===== src/rtl/usbrq_pkg.sv =====
package usbrq_pkg;

   typedef enum logic [1:0] {
      HS_NONE  = 2'd0,
      HS_ACK   = 2'd1,
      HS_NAK   = 2'd2,
      HS_STALL = 2'd3
   } hs_e;

   localparam logic [7:0] RQ_GET_STATUS   = 8'd0;
   localparam logic [7:0] RQ_CLR_FEATURE  = 8'd1;
   localparam logic [7:0] RQ_SET_FEATURE  = 8'd3;
   localparam logic [7:0] RQ_SET_ADDRESS  = 8'd5;
   localparam logic [7:0] RQ_GET_DESC     = 8'd6;
   localparam logic [7:0] RQ_SET_DESC     = 8'd7;
   localparam logic [7:0] RQ_GET_CONFIG   = 8'd8;
   localparam logic [7:0] RQ_SET_CONFIG   = 8'd9;
   localparam logic [7:0] RQ_GET_IFACE    = 8'd10;
   localparam logic [7:0] RQ_SET_IFACE    = 8'd11;
   localparam logic [7:0] RQ_SYNCH_FRAME  = 8'd12;

   localparam logic [4:0] RCP_DEVICE   = 5'd0;
   localparam logic [4:0] RCP_ENDPOINT = 5'd2;

endpackage


===== src/rtl/usbrq_classify.sv =====
module usbrq_classify
   import usbrq_pkg::*;
#(
   parameter int CODE_W = 8,
   parameter int VAL_W  = 16
) (
   input  logic [6:0]        req_type_lo,
   input  logic [CODE_W-1:0] req_code,
   input  logic [VAL_W-1:0]  req_value,
   output logic              cls_fwd,
   output logic              cls_held,
   output logic              cls_stall
);

   logic       is_std;
   logic [4:0] recip;
   logic       feat_ok;

   assign is_std = (req_type_lo[6:5] == 2'b00);
   assign recip  = req_type_lo[4:0];

   always_comb begin
      feat_ok = 1'b0;
      if (req_value == VAL_W'(0))      feat_ok = (recip == RCP_ENDPOINT);
      else if (req_value == VAL_W'(1)) feat_ok = (recip == RCP_DEVICE);
      else if (req_value == VAL_W'(2)) feat_ok = (recip == RCP_DEVICE);
   end

   always_comb begin
      cls_fwd   = 1'b0;
      cls_held  = 1'b0;
      cls_stall = 1'b0;
      if (!is_std) begin
         cls_fwd = 1'b1;
      end else begin
         case (req_code)
            CODE_W'(RQ_GET_STATUS), CODE_W'(RQ_SET_ADDRESS), CODE_W'(RQ_GET_CONFIG),
            CODE_W'(RQ_GET_IFACE), CODE_W'(RQ_SYNCH_FRAME): ;
            CODE_W'(RQ_CLR_FEATURE), CODE_W'(RQ_SET_FEATURE): cls_stall = !feat_ok;
            CODE_W'(RQ_GET_DESC), CODE_W'(RQ_SET_DESC):      cls_fwd = 1'b1;
            CODE_W'(RQ_SET_CONFIG): begin
               cls_fwd  = 1'b1;
               cls_held = 1'b1;
            end
            CODE_W'(RQ_SET_IFACE): begin
               if (req_value != VAL_W'(0)) begin
                  cls_stall = 1'b1;
               end else begin
                  cls_fwd  = 1'b1;
                  cls_held = 1'b1;
               end
            end
            default: cls_stall = 1'b1;
         endcase
      end
   end

endmodule


===== src/rtl/usbrq_ctl_regs.sv =====
module usbrq_ctl_regs #(
   parameter bit REL_AUTOCLR = 1'b1
) (
   input  logic       clk,
   input  logic       rst_n,
   input  logic       wr,
   input  logic [1:0] wdata,
   input  logic       rel_consume,
   output logic       mode_q,
   output logic       rel_q
);

   logic rel_clr;

   generate
      if (REL_AUTOCLR) begin : g_autoclr
         assign rel_clr = rel_consume;
      end else begin : g_sticky
         assign rel_clr = 1'b0;
      end
   endgenerate

   always_ff @(posedge clk or negedge rst_n) begin
      if (!rst_n) begin
         mode_q <= 1'b0;
         rel_q  <= 1'b0;
      end else begin
         if (wr && wdata[0]) mode_q <= 1'b1;
         if (wr && wdata[1])  rel_q <= 1'b1;
         else if (rel_clr)    rel_q <= 1'b0;
      end
   end

   a_r8_mode_sticky: assert property (@(posedge clk) disable iff (!rst_n)
      mode_q |=> mode_q);

   a_r8_rel_zero_write: assert property (@(posedge clk) disable iff (!rst_n)
      (rel_q && !rel_consume && !(wr && wdata[1])) |=> rel_q);

   a_r8_set_bits: assert property (@(posedge clk) disable iff (!rst_n)
      (wr && wdata == 2'b11) |=> (mode_q && rel_q));

endmodule


===== src/rtl/usbrq_policy.sv =====
module usbrq_policy
   import usbrq_pkg::*;
#(
   parameter int TYPE_W      = 8,
   parameter int CODE_W      = 8,
   parameter int VAL_W       = 16,
   parameter bit REL_AUTOCLR = 1'b1
) (
   input  logic              clk,
   input  logic              rst_n,
   input  logic              setup_valid,
   input  logic [TYPE_W-1:0] req_type,
   input  logic [CODE_W-1:0] req_code,
   input  logic [VAL_W-1:0]  req_value,
   input  logic [VAL_W-1:0]  req_index,
   input  logic [VAL_W-1:0]  req_length,
   input  logic              status_pulse,
   input  logic              reg_wr,
   input  logic [1:0]        reg_wdata,
   output logic              ctl_mode,
   output logic              ctl_release,
   output logic              hs_valid,
   output logic [1:0]        hs_code,
   output logic              fwd_strobe,
   output logic [TYPE_W-1:0] fwd_type,
   output logic [CODE_W-1:0] fwd_code,
   output logic [VAL_W-1:0]  fwd_value,
   output logic [VAL_W-1:0]  fwd_index,
   output logic [VAL_W-1:0]  fwd_length
);

   generate
      if (TYPE_W != 8) begin : g_bad_type
         $error("usbrq_policy: TYPE_W must be 8");
      end
      if (CODE_W < 4) begin : g_bad_code
         $error("usbrq_policy: CODE_W must be at least 4");
      end
      if (VAL_W < 2) begin : g_bad_val
         $error("usbrq_policy: VAL_W must be at least 2");
      end
   endgenerate

   logic c_fwd, c_held, c_stall;
   logic live_q, held_q, stall_q;
   logic rel_consume;
   hs_e  hs_next;

   usbrq_classify #(.CODE_W(CODE_W), .VAL_W(VAL_W)) u_cls (
      .req_type_lo (req_type[6:0]),
      .req_code    (req_code),
      .req_value   (req_value),
      .cls_fwd     (c_fwd),
      .cls_held    (c_held),
      .cls_stall   (c_stall)
   );

   usbrq_ctl_regs #(.REL_AUTOCLR(REL_AUTOCLR)) u_regs (
      .clk         (clk),
      .rst_n       (rst_n),
      .wr          (reg_wr),
      .wdata       (reg_wdata),
      .rel_consume (rel_consume),
      .mode_q      (ctl_mode),
      .rel_q       (ctl_release)
   );

   always_comb begin
      if (!live_q || stall_q)               hs_next = HS_STALL;
      else if (held_q && ctl_mode && !ctl_release) hs_next = HS_NAK;
      else                                  hs_next = HS_ACK;
   end

   assign rel_consume = status_pulse && live_q && !stall_q && held_q && ctl_mode && ctl_release;

   always_ff @(posedge clk or negedge rst_n) begin
      if (!rst_n) begin
         live_q     <= 1'b0;
         held_q     <= 1'b0;
         stall_q    <= 1'b0;
         fwd_strobe <= 1'b0;
         fwd_type   <= '0;
         fwd_code   <= '0;
         fwd_value  <= '0;
         fwd_index  <= '0;
         fwd_length <= '0;
         hs_valid   <= 1'b0;
         hs_code    <= HS_NONE;
      end else begin
         fwd_strobe <= setup_valid && c_fwd;
         if (setup_valid) begin
            live_q     <= 1'b1;
            held_q     <= c_held;
            stall_q    <= c_stall;
            fwd_type   <= req_type;
            fwd_code   <= req_code;
            fwd_value  <= req_value;
            fwd_index  <= req_index;
            fwd_length <= req_length;
         end
         hs_valid <= status_pulse;
         hs_code  <= status_pulse ? hs_next : HS_NONE;
      end
   end

   a_r10_hs_follows: assert property (@(posedge clk) disable iff (!rst_n)
      status_pulse |=> hs_valid);

   a_r10_hs_only_after: assert property (@(posedge clk) disable iff (!rst_n)
      !status_pulse |=> (!hs_valid && hs_code == HS_NONE));

   a_r2_fwd_after_setup: assert property (@(posedge clk) disable iff (!rst_n)
      !setup_valid |=> !fwd_strobe);

   a_r3_stall_kept: assert property (@(posedge clk) disable iff (!rst_n)
      (status_pulse && live_q && stall_q) |=> (hs_code == HS_STALL));

   a_r5_auto_ack: assert property (@(posedge clk) disable iff (!rst_n)
      (status_pulse && live_q && !stall_q && !ctl_mode) |=> (hs_code == HS_ACK));

   a_r6_nak_hold: assert property (@(posedge clk) disable iff (!rst_n)
      (status_pulse && live_q && held_q && ctl_mode && !ctl_release) |=> (hs_code == HS_NAK));

   a_r7_release_consumed: assert property (@(posedge clk) disable iff (!rst_n)
      (rel_consume && !(reg_wr && reg_wdata[1])) |=> (!ctl_release && hs_code == HS_ACK));

   a_r9_no_request: assert property (@(posedge clk) disable iff (!rst_n)
      (status_pulse && !live_q) |=> (hs_code == HS_STALL));

endmodule


===== config.mk =====
export PLATFORM = sky130hd
export DESIGN_NAME = usbrq_policy
export DESIGN_NICKNAME = d
export VERILOG_FILES = /design/src/rtl/usbrq_pkg.sv /design/src/rtl/usbrq_classify.sv /design/src/rtl/usbrq_ctl_regs.sv /design/src/rtl/usbrq_policy.sv
export SDC_FILE = /design/constraint.sdc
export NUM_CORES = 1
export LEC_CHECK = 0
export CAP_MARGIN = 20
export CORE_MARGIN = 2
export CORE_UTILIZATION = 36
export DETAILED_ROUTE_END_ITERATION = 12
export PLACE_DENSITY = 0.8
export SKIP_CTS_REPAIR_TIMING = 1
export SYNTH_ARGS = -nofsm -noshare
export SYNTH_HDL_FRONTEND = slang
export SYNTH_SLANG_ARGS = --single-unit
export TNS_END_PERCENT = 20

===== constraint.sdc =====
create_clock -name clk -period 1.1 [get_ports clk]
set_clock_uncertainty 0.2 [all_clocks]
set_input_delay 0.33 -clock clk [delete_from_list [all_inputs] [get_ports clk]]
set_output_delay 0.33 -clock clk [all_outputs]
set_load 0.1 [all_outputs]

; Yosys cells after proc, flatten, opt, wreduce, memory -nomap -nowiden
; Cells that the tools add are included.
; W data, S select, Z words.
[classes]
eq_ne = 13
muxes = 16
n_reduce_logical = 24
[ops]
columns = operator, count
row1 = $eq A8 B4 Y1 const B, 5
row2 = $eq A8 B3 Y1 const B, 3
row3 = $eq A16 B1 Y1 const B, 1
row4 = $eq A16 B2 Y1 const B, 1
row5 = $logic_not A16 Y1, 1
row6 = $reduce_bool A16 Y1, 1
row7 = $logic_and A1 B1 Y1, 10
row8 = $mux W1, 10
row9 = $eq A8 B1 Y1 const B, 1
row10 = $eq A8 B2 Y1 const B, 1
row11 = $logic_not A8 Y1, 1
row12 = $reduce_or A8 Y1, 1
row13 = $mux W2, 3
row14 = $eq A5 B2 Y1 const B, 1
row15 = $logic_not A5 Y1, 1
row16 = $logic_not A1 Y1, 4
row17 = $pmux W1 S2, 2
row18 = $pmux W1 S3, 1
row19 = $reduce_or A3 Y1, 1
row20 = $logic_not A2 Y1, 1
row21 = $reduce_bool A2 Y1, 1
row22 = $reduce_or A2 Y1, 1
row23 = $logic_or A1 B1 Y1, 1
[word_totals]
ff_bits = 73
input_bits = 71
out_inout_bits = 70
word_cells = 66

; Logic depth before layout (Yosys ltp)
; Gate-level depths: netlist (run 1).
[depth]
word_depth = 7
ltp_mapped = 5
depth_no_buf = 4

; Cells and area by module
; From an unflattened synthesis (run 1), not the netlist that was laid out.
[unflattened]
cells_unflattened = 193
hier_area_um2 = 2942.8
[by_module_without_submodules]
columns = mod, instances, cells_each, area_per_inst_um2, seq_area_each_um2
row1 = usbrq_policy, 1, 156, 2656.3, 1776.7
row2 = usbrq_classify, 1, 31, 212.7, 0.0
row3 = usbrq_ctl_regs, 1, 6, 73.8, 50.0

; Worst setup path after synthesis (run 1)
; Ideal clock, no wire load.
[synth_path]
kind = in2reg
start = in req_code[5]
end = reg stall_q
setup_ns = 0.136
t_arrival_ns = 1.500
required_ns = 0.764
setup_slack_ns = -0.736
stages = 4
path_buffers = 0
cell_sequence = or4_4 -> or3_1 -> o22ai_1 -> o311ai_1
[synth_via]
elab_chain_len = 4
elab_cells_between_ends = 15
classes_between = 10 x eq/ne / 2 x mux / 3 x reduce/logical
[synth_rtl]
columns = element, line_no
row1 = start: declaration, usbrq_policy.sv:13  ; input logic [CODE_W-1:0] req_code,
row2 = "$eq A8 B3 Y1, or another cell as far along", usbrq_classify.sv:36  ; case (req_code)
row3 = $reduce_or A8 Y1 (no line) / $reduce_or A2 Y1 (equally long branches), -
row4 = $pmux W1 S3 *, usbrq_classify.sv:36
row5 = $mux W1 *, usbrq_classify.sv:33  ; if (!is_std) begin
row6 = end signal: assignment, usbrq_policy.sv:94  ; stall_q <= c_stall;
row7 = end: declaration, usbrq_policy.sv:45  ; logic live_q, held_q, stall_q;
; Every way passes the cells marked *; elsewhere a longest branch is shown, timed or not.
; A chain may end at the register's enable or synchronous reset.

; Worst setup path in the final report (run 1)
[layout_path]
start = in req_code[6]
end = reg stall_q
; Same word-level chain as after synthesis.

==> results.json, run 1 <==
{
  "status": "complete, but fails checks",
  "violations": "setup timing",
  "worstPathArrival_ps": 1730,
  "worst_slack_ps": -617,
  "via_count": 2253,
  "synth-main-ff-cell": "dfrtp_1",
  "synth_enable_flop_cells": 0,
  "io_pins": 141,
  "final_cell_area_um2": 5840,
  "yosysSeqAreaShare_pct": 63.9,
  "clockBufferDepth": 2,
  "syn_to_final_growth_pct": 104,
  "grt_pass1_wl_um": 13000,
  "worst_r2r_endpoint": "stall_q",
  "worstMarginPinSlew_ps": 506,
  "synth_top_area_share_pct": 63.9,
  "async_reset_ff_share_pct": 100,
  "critPathMaxFanout": 4,
  "grt_pass1_vias": 2531,
  "drtIter0Drc": 61,
  "finalSetupViolCount": 132,
  "rows": 32,
  "yosysWarningCount": 0,
  "worst_r2r_startpoint": "stall_q",
  "synth_area_leaders": "dfrtp_1 64%, mux2_2 25%, nor4_1 1.1%, o21ai_0 0.70%, buf_1 0.66%",
  "ys_ff_latch": 73,
  "coreArea_um2": 7730,
  "netlist_area_um2": 2860,
  "dp_hpwl_um": 6170,
  "p_per_area_nw_per_um2": 1570,
  "end_kind": "flip-flop",
  "yosysUniqueCellTypes": 34,
  "cts_sinks": 73,
  "clk_latency_ps": 340,
  "ff2ff_path_depth": 3,
  "post-place-ws_ps": -1200,
  "finalCriticalPeriod_ps": 1720,
  "cts_max_level": 3,
  "dpl_cell_area_um2": 5430,
  "fp.dieArea_um2": 8670,
  "ant_nets": 0,
  "start_util_pct": 37.0,
  "die_y_um": 93.1,
  "cts_root_buf": "clkbuf_8",
  "grt_start_max_net_pins": 48,
  "firstDrtPassIters": 4,
  "instances_no_fill": 469,
  "die_w_um": 93.1,
  "irDropWorstVdd_mv": 0.988,
  "n_antenna_cell": 0,
  "fmax_mhz": 583,
  "cts_tree": "built",
  "hp-start": "req_code[7]",
  "rsz0062_at_grt": "true",
  "syn_inst": 187,
  "portBuffers": 140,
  "final_layout_size_suffix_gt1_share_pct": 61.6,
  "required_ps": 1110,
  "max_slew_margin_pct": 66.2,
  "holdPathEnd": "fwd_code[7]",
  "remaining_drc_errors": 0,
  "cp-start-kind": "input port",
  "p_leak_nw": 2.67,
  "dp.cells": 446,
  "final_nets": 433,
  "drv_cap": 0,
  "min_path_type": "in -> reg",
  "place_congestion": 0.801,
  "period_share_pct": 156,
  "grt_overflow_total": 0,
  "wl_um": 8360,
  "drv_slew": 0,
  "worstSetupPathType": "in -> reg",
  "setup_tns_ps": -29330,
  "syn_nets": 258,
  "syn_area_per_cell_um2": 15.3,
  "grt_use_total_pct": 19.5,
  "wl_per_cell_um": 17.8,
  "reg2reg_slack_ps": -140,
  "yosys.area.top_type": "dfrtp_1",
  "hold_depth": 2,
  "holdWs_ps": 47.5,
  "clkSlewWorstSetupHoldPaths_ps": 90,
  "finalHoldViolations": 0,
  "numCtsBuffers": 9,
  "viasPerCell": 4.80,
  "antenna_found_initial": 0
}
-- logic make-up after synthesis --
family,count (synthesis),share of synthesized area [%]
buffers and inverters,10,1.40
muxes,64,25.2
AOI/OAI and AO/OA,16,3.98
and+or+nand+nor,23,5.25
xor gates and xnor gates,1,0.306
DFF,73,63.9
-- layer usage --
| layer | track usage, % | part of all wire (%) | vias to the layer above |
|---|---|---|---|
| li1 | - | - | 1033 |
| met1 | 23.4 | 38 | 1123 |
| met2 | 33.9 | 54 | 88 |
| met3 | 5.88 | 6.9 | 9 |
| met4 | 5.64 | 1.0 | 0 |
| met5 | 0 | 0 | - |
-- power by group --
part / internal [mW] / switching, mW / total, mW
logic: 1.52 / 2.26 / 3.78
clock network: 1.18 / 1.00 / 2.18
registers: 2.95 / 0.273 / 3.23
-- registers in the layout, indices dropped and copies added, names as in the netlist --
register	flops
fwd_code	8
stall_q	1
live_q	1
u_regs.mode_q	1
held_q	1
fwd_value	16
fwd_type	8
fwd_length	16
u_regs.rel_q	1
hs_code	2
hs_valid	1
fwd_strobe	1
fwd_index	16
-- synth_stat cells (2+ instances only) --
master / count
dfrtp_1: 73
mux2_2: 64
buf_1: 5
nor4_1: 5
o21ai_0: 4
nand4_1: 3
buf_2: 2
inv_1: 2
nor2_1: 2
nor2b_1: 2
o21a_1: 2
-- worst max-delay path: stages --
cell,delay [ps]
buf_6,90
or4_4,580
or3_4,430
o22ai_4,170
o311ai_2,130
-- metrics by stage --
| step | util, % | power (mW) |
|---|---|---|
| 6_report | 75.6 | 9.19 |
| 5_1_grt | 75.6 | 9.49 |
| 4_1_cts | 72.9 | 9.22 |
| 3_5_place_dp | 70.2 | 7.03 |
| 3_3_place_gp | 70.2 | 6.97 |
| 2_1_floorplan | - | 5.34 |
-- worst max-delay path by stage --
stage / from / to / depth (start not counted)
final: req_code[6] / stall_q / 5
after global routing: req_code[6] / stall_q / 5
after CTS: req_code[5] / stall_q / 5
after detailed placement: req_code[5] / stall_q / 5
after global placement: req_code[5] / stall_q / 5
after floorplan: req_code[5] / held_q / 4
-- cell usage in the layout, fill, tap and decap left out, drive strengths merged, types with 2 or more instances in the layout --
cell           Yosys  final
o21a               2      2
o21ai              5      5
clkdlybuf4s50      0     44
or4                2      2
nand4              3      3
dfrtp             73     73
nor4               5      5
nor2               2      2
buf                7    104
clkbuf             1     14
inv                2      3
mux2              64     64
nor2b              2      2
dlymetal6s2s       0     21
-- area by class of cell --
class,instances,area (µm²)
clock inverter,4,51.3
tap,102,128
sequential,73,1870
fill,470,1890
inverter,2,7.51
timing repair buffer,172,2460
clock buffer,12,155
multi-input combinational,104,1160
(Power assumes the default switching activity.)
==> run 2, diff against run 1 <==
Settings changed: CORE_UTILIZATION 36 to 42, CTS_BUF_LIST set to sky130_fd_sc_hd__clkbuf_2 sky130_fd_sc_hd__clkbuf_4 sky130_fd_sc_hd__clkbuf_8, PLACE_DENSITY 0.8 to 0.87.
Clock period 1.1 ns to 1.8 ns, I/O delays scaled along.
==> results.json, run 2 (synthesis results as in run 1) <==
{
  "power_mw": 5.74,
  "worstPathArrival_ps": 1940,
  "p_leak_nw": 2.50,
  "place_congestion": 0.732,
  "wl_um": 8350,
  "drtIter0Drc": 106,
  "wl_per_cell_um": 19.1,
  "violations": "setup timing",
  "end_kind": "flip-flop",
  "dp.cells": 417,
  "grt_use_total_pct": 21.1,
  "coreArea_um2": 6680,
  "fmax_mhz": 534,
  "grt_pass1_vias": 2412,
  "period_share_pct": 104,
  "irDropWorstVdd_mv": 1.02,
  "portBuffers": 140,
  "cts_root_buf": "clkbuf_8",
  "max_slew_margin_pct": 76.8,
  "cts_sinks": 73,
  "remaining_drc_errors": 0,
  "drv_cap": 0,
  "worstSetupPathType": "in -> reg",
  "required_ps": 1870,
  "cts_tree": "built",
  "clkSlewWorstSetupHoldPaths_ps": 80,
  "instances_no_fill": 437,
  "final_cell_mix": "73 x dfrtp_1, 73 x buf_12, 64 x mux2_2",
  "critPathMaxFanout": 3,
  "antenna_found_initial": 0,
  "io_pins": 141,
  "die_y_um": 86.5,
  "syn_to_final_growth_pct": 95.1,
  "finalHoldViolations": 0,
  "numCtsBuffers": 9,
  "grt_pass1_wl_um": 12000,
  "dp_hpwl_um": 5790,
  "clk_latency_ps": 340,
  "firstDrtPassIters": 4,
  "finalCriticalPeriod_ps": 1870,
  "via_count": 2285,
  "drv_slew": 0,
  "start_util_pct": 42.8,
  "worst_slack_ps": -73.4,
  "die_w_um": 86.5,
  "fp.dieArea_um2": 7490,
  "rows": 30,
  "final_core_util_pct": 83.5,
  "n_antenna_cell": 0,
  "worstMarginPinSlew_ps": 348,
  "min_path_type": "in -> reg",
  "grt_overflow_total": 0,
  "ant_nets": 0,
  "grt_start_max_net_pins": 41,
  "final_nets": 424,
  "status": "complete, but fails checks",
  "clockBufferDepth": 2,
  "finalSetupViolCount": 3,
  "cts_max_level": 3,
  "rsz0062_at_grt": "true",
  "p_per_area_nw_per_um2": 1030,
  "viasPerCell": 5.23,
  "largestRegisters": "fwd_index: 16 flops, fwd_length: 16 flops, fwd_value: 16 flops",
  "final_layout_size_suffix_gt1_share_pct": 52.7,
  "cp-start-kind": "input port"
}
-- run 2: changes by cell type in the layout (fill, tap and decap cells not counted), sizes merged --
cell | before | now
clkbuf | 14 | 10
dlymetal6s2s | 21 | 15
clkinv | 1 | 2
inv | 3 | 2
clkdlybuf4s50 | 44 | 51
buf | 104 | 95
bufinv | 1 | 3
-- run 2: path summary, 6_finish.rpt --
path                       slack [ps]  depth (start not counted)            end        start
setup / recovery                  -70                          5         held_q  req_code[6]
hold / removal                    220                          2    fwd_code[6]  req_code[6]
setup reg to reg                  530                          3   u_regs.rel_q      stall_q
hold reg to reg                   260                          1         live_q       live_q
max in group asynchronous         390                          3  fwd_length[6]        rst_n
min in group asynchronous         410                          2  fwd_value[15]        rst_n
-- run 2: layout make-up --
class	instances	area (µm²)
clock buffer	9	124
clock inverter	6	108
fill	327	1100
inverter	2	7.51
multi-input combinational	104	1070
sequential	73	1830
tap	80	100
timing repair buffer	163	2340
-- run 2: where the power goes --
part	switching, mW	leakage, nW	internal (mW)
combinational	1.37	1.53	0.877
sequential	0.167	0.851	1.79
clock	0.623	0.115	0.909
total	2.16	2.50	3.58
-- run 2: layer usage --
metal	part of all wire, %	wire, µm	global-route usage [%]	up-vias
met4	2.4	197	9.09	0
li1	-	-	-	1009
met2	55	4580	35.5	100
met3	6.6	551	7.24	16
met5	0	0	0	-
met1	36	3030	24.6	1160
-- run 2: stage by stage --
step	worst slack, ps	hold slack (ps)	TNS, ps	instance area (µm²)
after global placement	-632	237	-1840	5210
after floorplan	-177	44.4	-461	2880
after global routing	-83.5	210	-208	5580
after detailed placement	-726	239	-2020	5210
after CTS	-363	-129	-944	5440
final	-73.4	224	-145	5580
-- run 2: worst max-delay path, stage by stage --
cell	delay (ps)
buf_6	90
or4_4	540
or3_4	420
a211o_1	290
o21ai_2	60
==> run 3, diff against run 2 <==
--- a/config.mk
+++ b/config.mk
@@ -11,5 +11,5 @@
 export CTS_BUF_LIST = sky130_fd_sc_hd__clkbuf_2 sky130_fd_sc_hd__clkbuf_4 sky130_fd_sc_hd__clkbuf_8
 export DETAILED_ROUTE_END_ITERATION = 12
-export PLACE_DENSITY = 0.87
+export PLACE_DENSITY = 0.83
 export SKIP_CTS_REPAIR_TIMING = 1
 export SYNTH_ARGS = -nofsm -noshare
--- a/constraint.sdc
+++ b/constraint.sdc
@@ -3,3 +3,3 @@
 set_input_delay 0.54 -clock clk [delete_from_list [all_inputs] [get_ports clk]]
 set_output_delay 0.54 -clock clk [all_outputs]
-set_load 0.1 [all_outputs]
+set_load 0.02 [all_outputs]
==> results.json, run 3 (synthesis results as in run 1) <==
{
  "die_y_um": 86.5,
  "via_count": 2187,
  "startpoint": "req_code[5]",
  "worstSetupPathType": "in -> reg",
  "final_nets": 424,
  "viasPerCell": 5.00,
  "antenna_found_initial": 0,
  "wl_per_cell_um": 16.5,
  "grt_pass1_wl_um": 10700,
  "max_slew_margin_pct": 77.0,
  "worst_r2r_startpoint": "stall_q",
  "violations": "setup timing",
  "multi_input_area_um2": 1060,
  "min_path_type": "in -> reg",
  "ant_nets": 0,
  "n_antenna_cell": 0,
  "worstMarginPinSlew_ps": 344,
  "clkSlewWorstSetupHoldPaths_ps": 80,
  "p_per_area_nw_per_um2": 788,
  "dp.cells": 420,
  "grt_pass1_vias": 2288,
  "register_area_um2": 1830,
  "dp_hpwl_um": 5010,
  "hold_depth": 2,
  "cts_tree": "built",
  "portBuffers": 140,
  "drtIter0Drc": 46,
  "cts_sinks": 73,
  "end_kind": "flip-flop",
  "worstSetupEndpoint": "stall_q",
  "finalHoldViolations": 0,
  "syn_to_final_growth_pct": 73.8,
  "holdWs_ps": 255,
  "largestRegisters": "fwd_index: 16 flops, fwd_length: 16 flops, fwd_value: 16 flops",
  "clockBufferDepth": 2,
  "fmax_mhz": 538,
  "rsz0062_at_grt": "true",
  "nFillCells": 442,
  "numCtsBuffers": 9,
  "p_leak_nw": 2.71,
  "period_share_pct": 103,
  "reg2reg_slack_ps": 590,
  "coreArea_um2": 6680,
  "worst_r2r_endpoint": "u_regs.rel_q",
  "final_layout_size_suffix_gt1_share_pct": 33.3,
  "firstDrtPassIters": 3,
  "wl_um": 7190,
  "wl_met3_um": 592,
  "die_w_um": 86.5,
  "final_cell_mix": "83 x dlymetal6s2s_1, 73 x dfrtp_1, 64 x mux2_2",
  "cts_max_level": 3,
  "worstPathArrival_ps": 1870,
  "drv_cap": 0,
  "grt_start_max_net_pins": 36,
  "required_ps": 1810,
  "post-place-ws_ps": -668,
  "start_util_pct": 42.8,
  "irDropWorstVdd_mv": 0.622,
  "critPathMaxFanout": 4,
  "place_congestion": 0.714,
  "worst_slack_ps": -59.7,
  "remaining_drc_errors": 0,
  "status": "complete, but fails checks",
  "grt_overflow_total": 0,
  "routed.top_layer": "met4",
  "wl_met1_um": 2890,
  "final_core_util_pct": 74.4,
  "grt_use_total_pct": 18.7,
  "setup_tns_ps": -135,
  "cts_root_buf": "clkbuf_8",
  "layout.cells.most_common": "dlymetal6s2s_1",
  "instances_no_fill": 437,
  "fp.dieArea_um2": 7490,
  "io_pins": 141,
  "cp-start-kind": "input port",
  "clk_latency_ps": 340,
  "finalCriticalPeriod_ps": 1860,
  "finalSetupViolCount": 3,
  "wl_met2_um": 3600,
  "rows": 30,
  "ff2ff_path_depth": 3,
  "drv_slew": 0
}
## run 3: final cells by class
type,instances,share of cell area [%]
multi-input combinational,104,21.3
timing repair buffer,163,36.4
clock inverter,4,0.403
sequential,73,36.7
tap,80,2.01
inverter,2,0.151
clock buffer,11,2.92
## run 3: layer usage
metal	GRT usage, %	vias up
met4	7.67	0
met3	6.86	11
met1	22.7	1070
met5	0	-
met2	30.2	88
li1	-	1018
## run 3: worst min path at each step
stage                     start          end
finish              req_code[6]  fwd_code[6]
floorplan                 rst_n  fwd_code[0]
global placement         live_q       live_q
global route        req_code[6]  fwd_code[6]
detailed placement       live_q       live_q
CTS                       rst_n   fwd_strobe
## run 3: where the power goes
| part | internal [mW] | switching (mW) | total [mW] |
|---|---|---|---|
| registers | 1.79 | 0.0681 | 1.86 |
| logic | 0.523 | 0.419 | 0.942 |
| clock network | 0.537 | 0.580 | 1.12 |
| total | 2.85 | 1.07 | 3.92 |
## run 3: critical path, stage by stage
cell      delay, ps
clkbuf_2         90
or4_4           560
or3_4           430
o22ai_4         140
o311ai_1        110
## run 3: through the flow
stage / total power, mW / cell area [µm²]
after floorplan: 2.28 / 2880
after global placement: 2.84 / 4540
after detailed placement: 2.87 / 4540
after CTS: 3.98 / 4710
after global routing: 4.09 / 4970
final: 3.92 / 4970
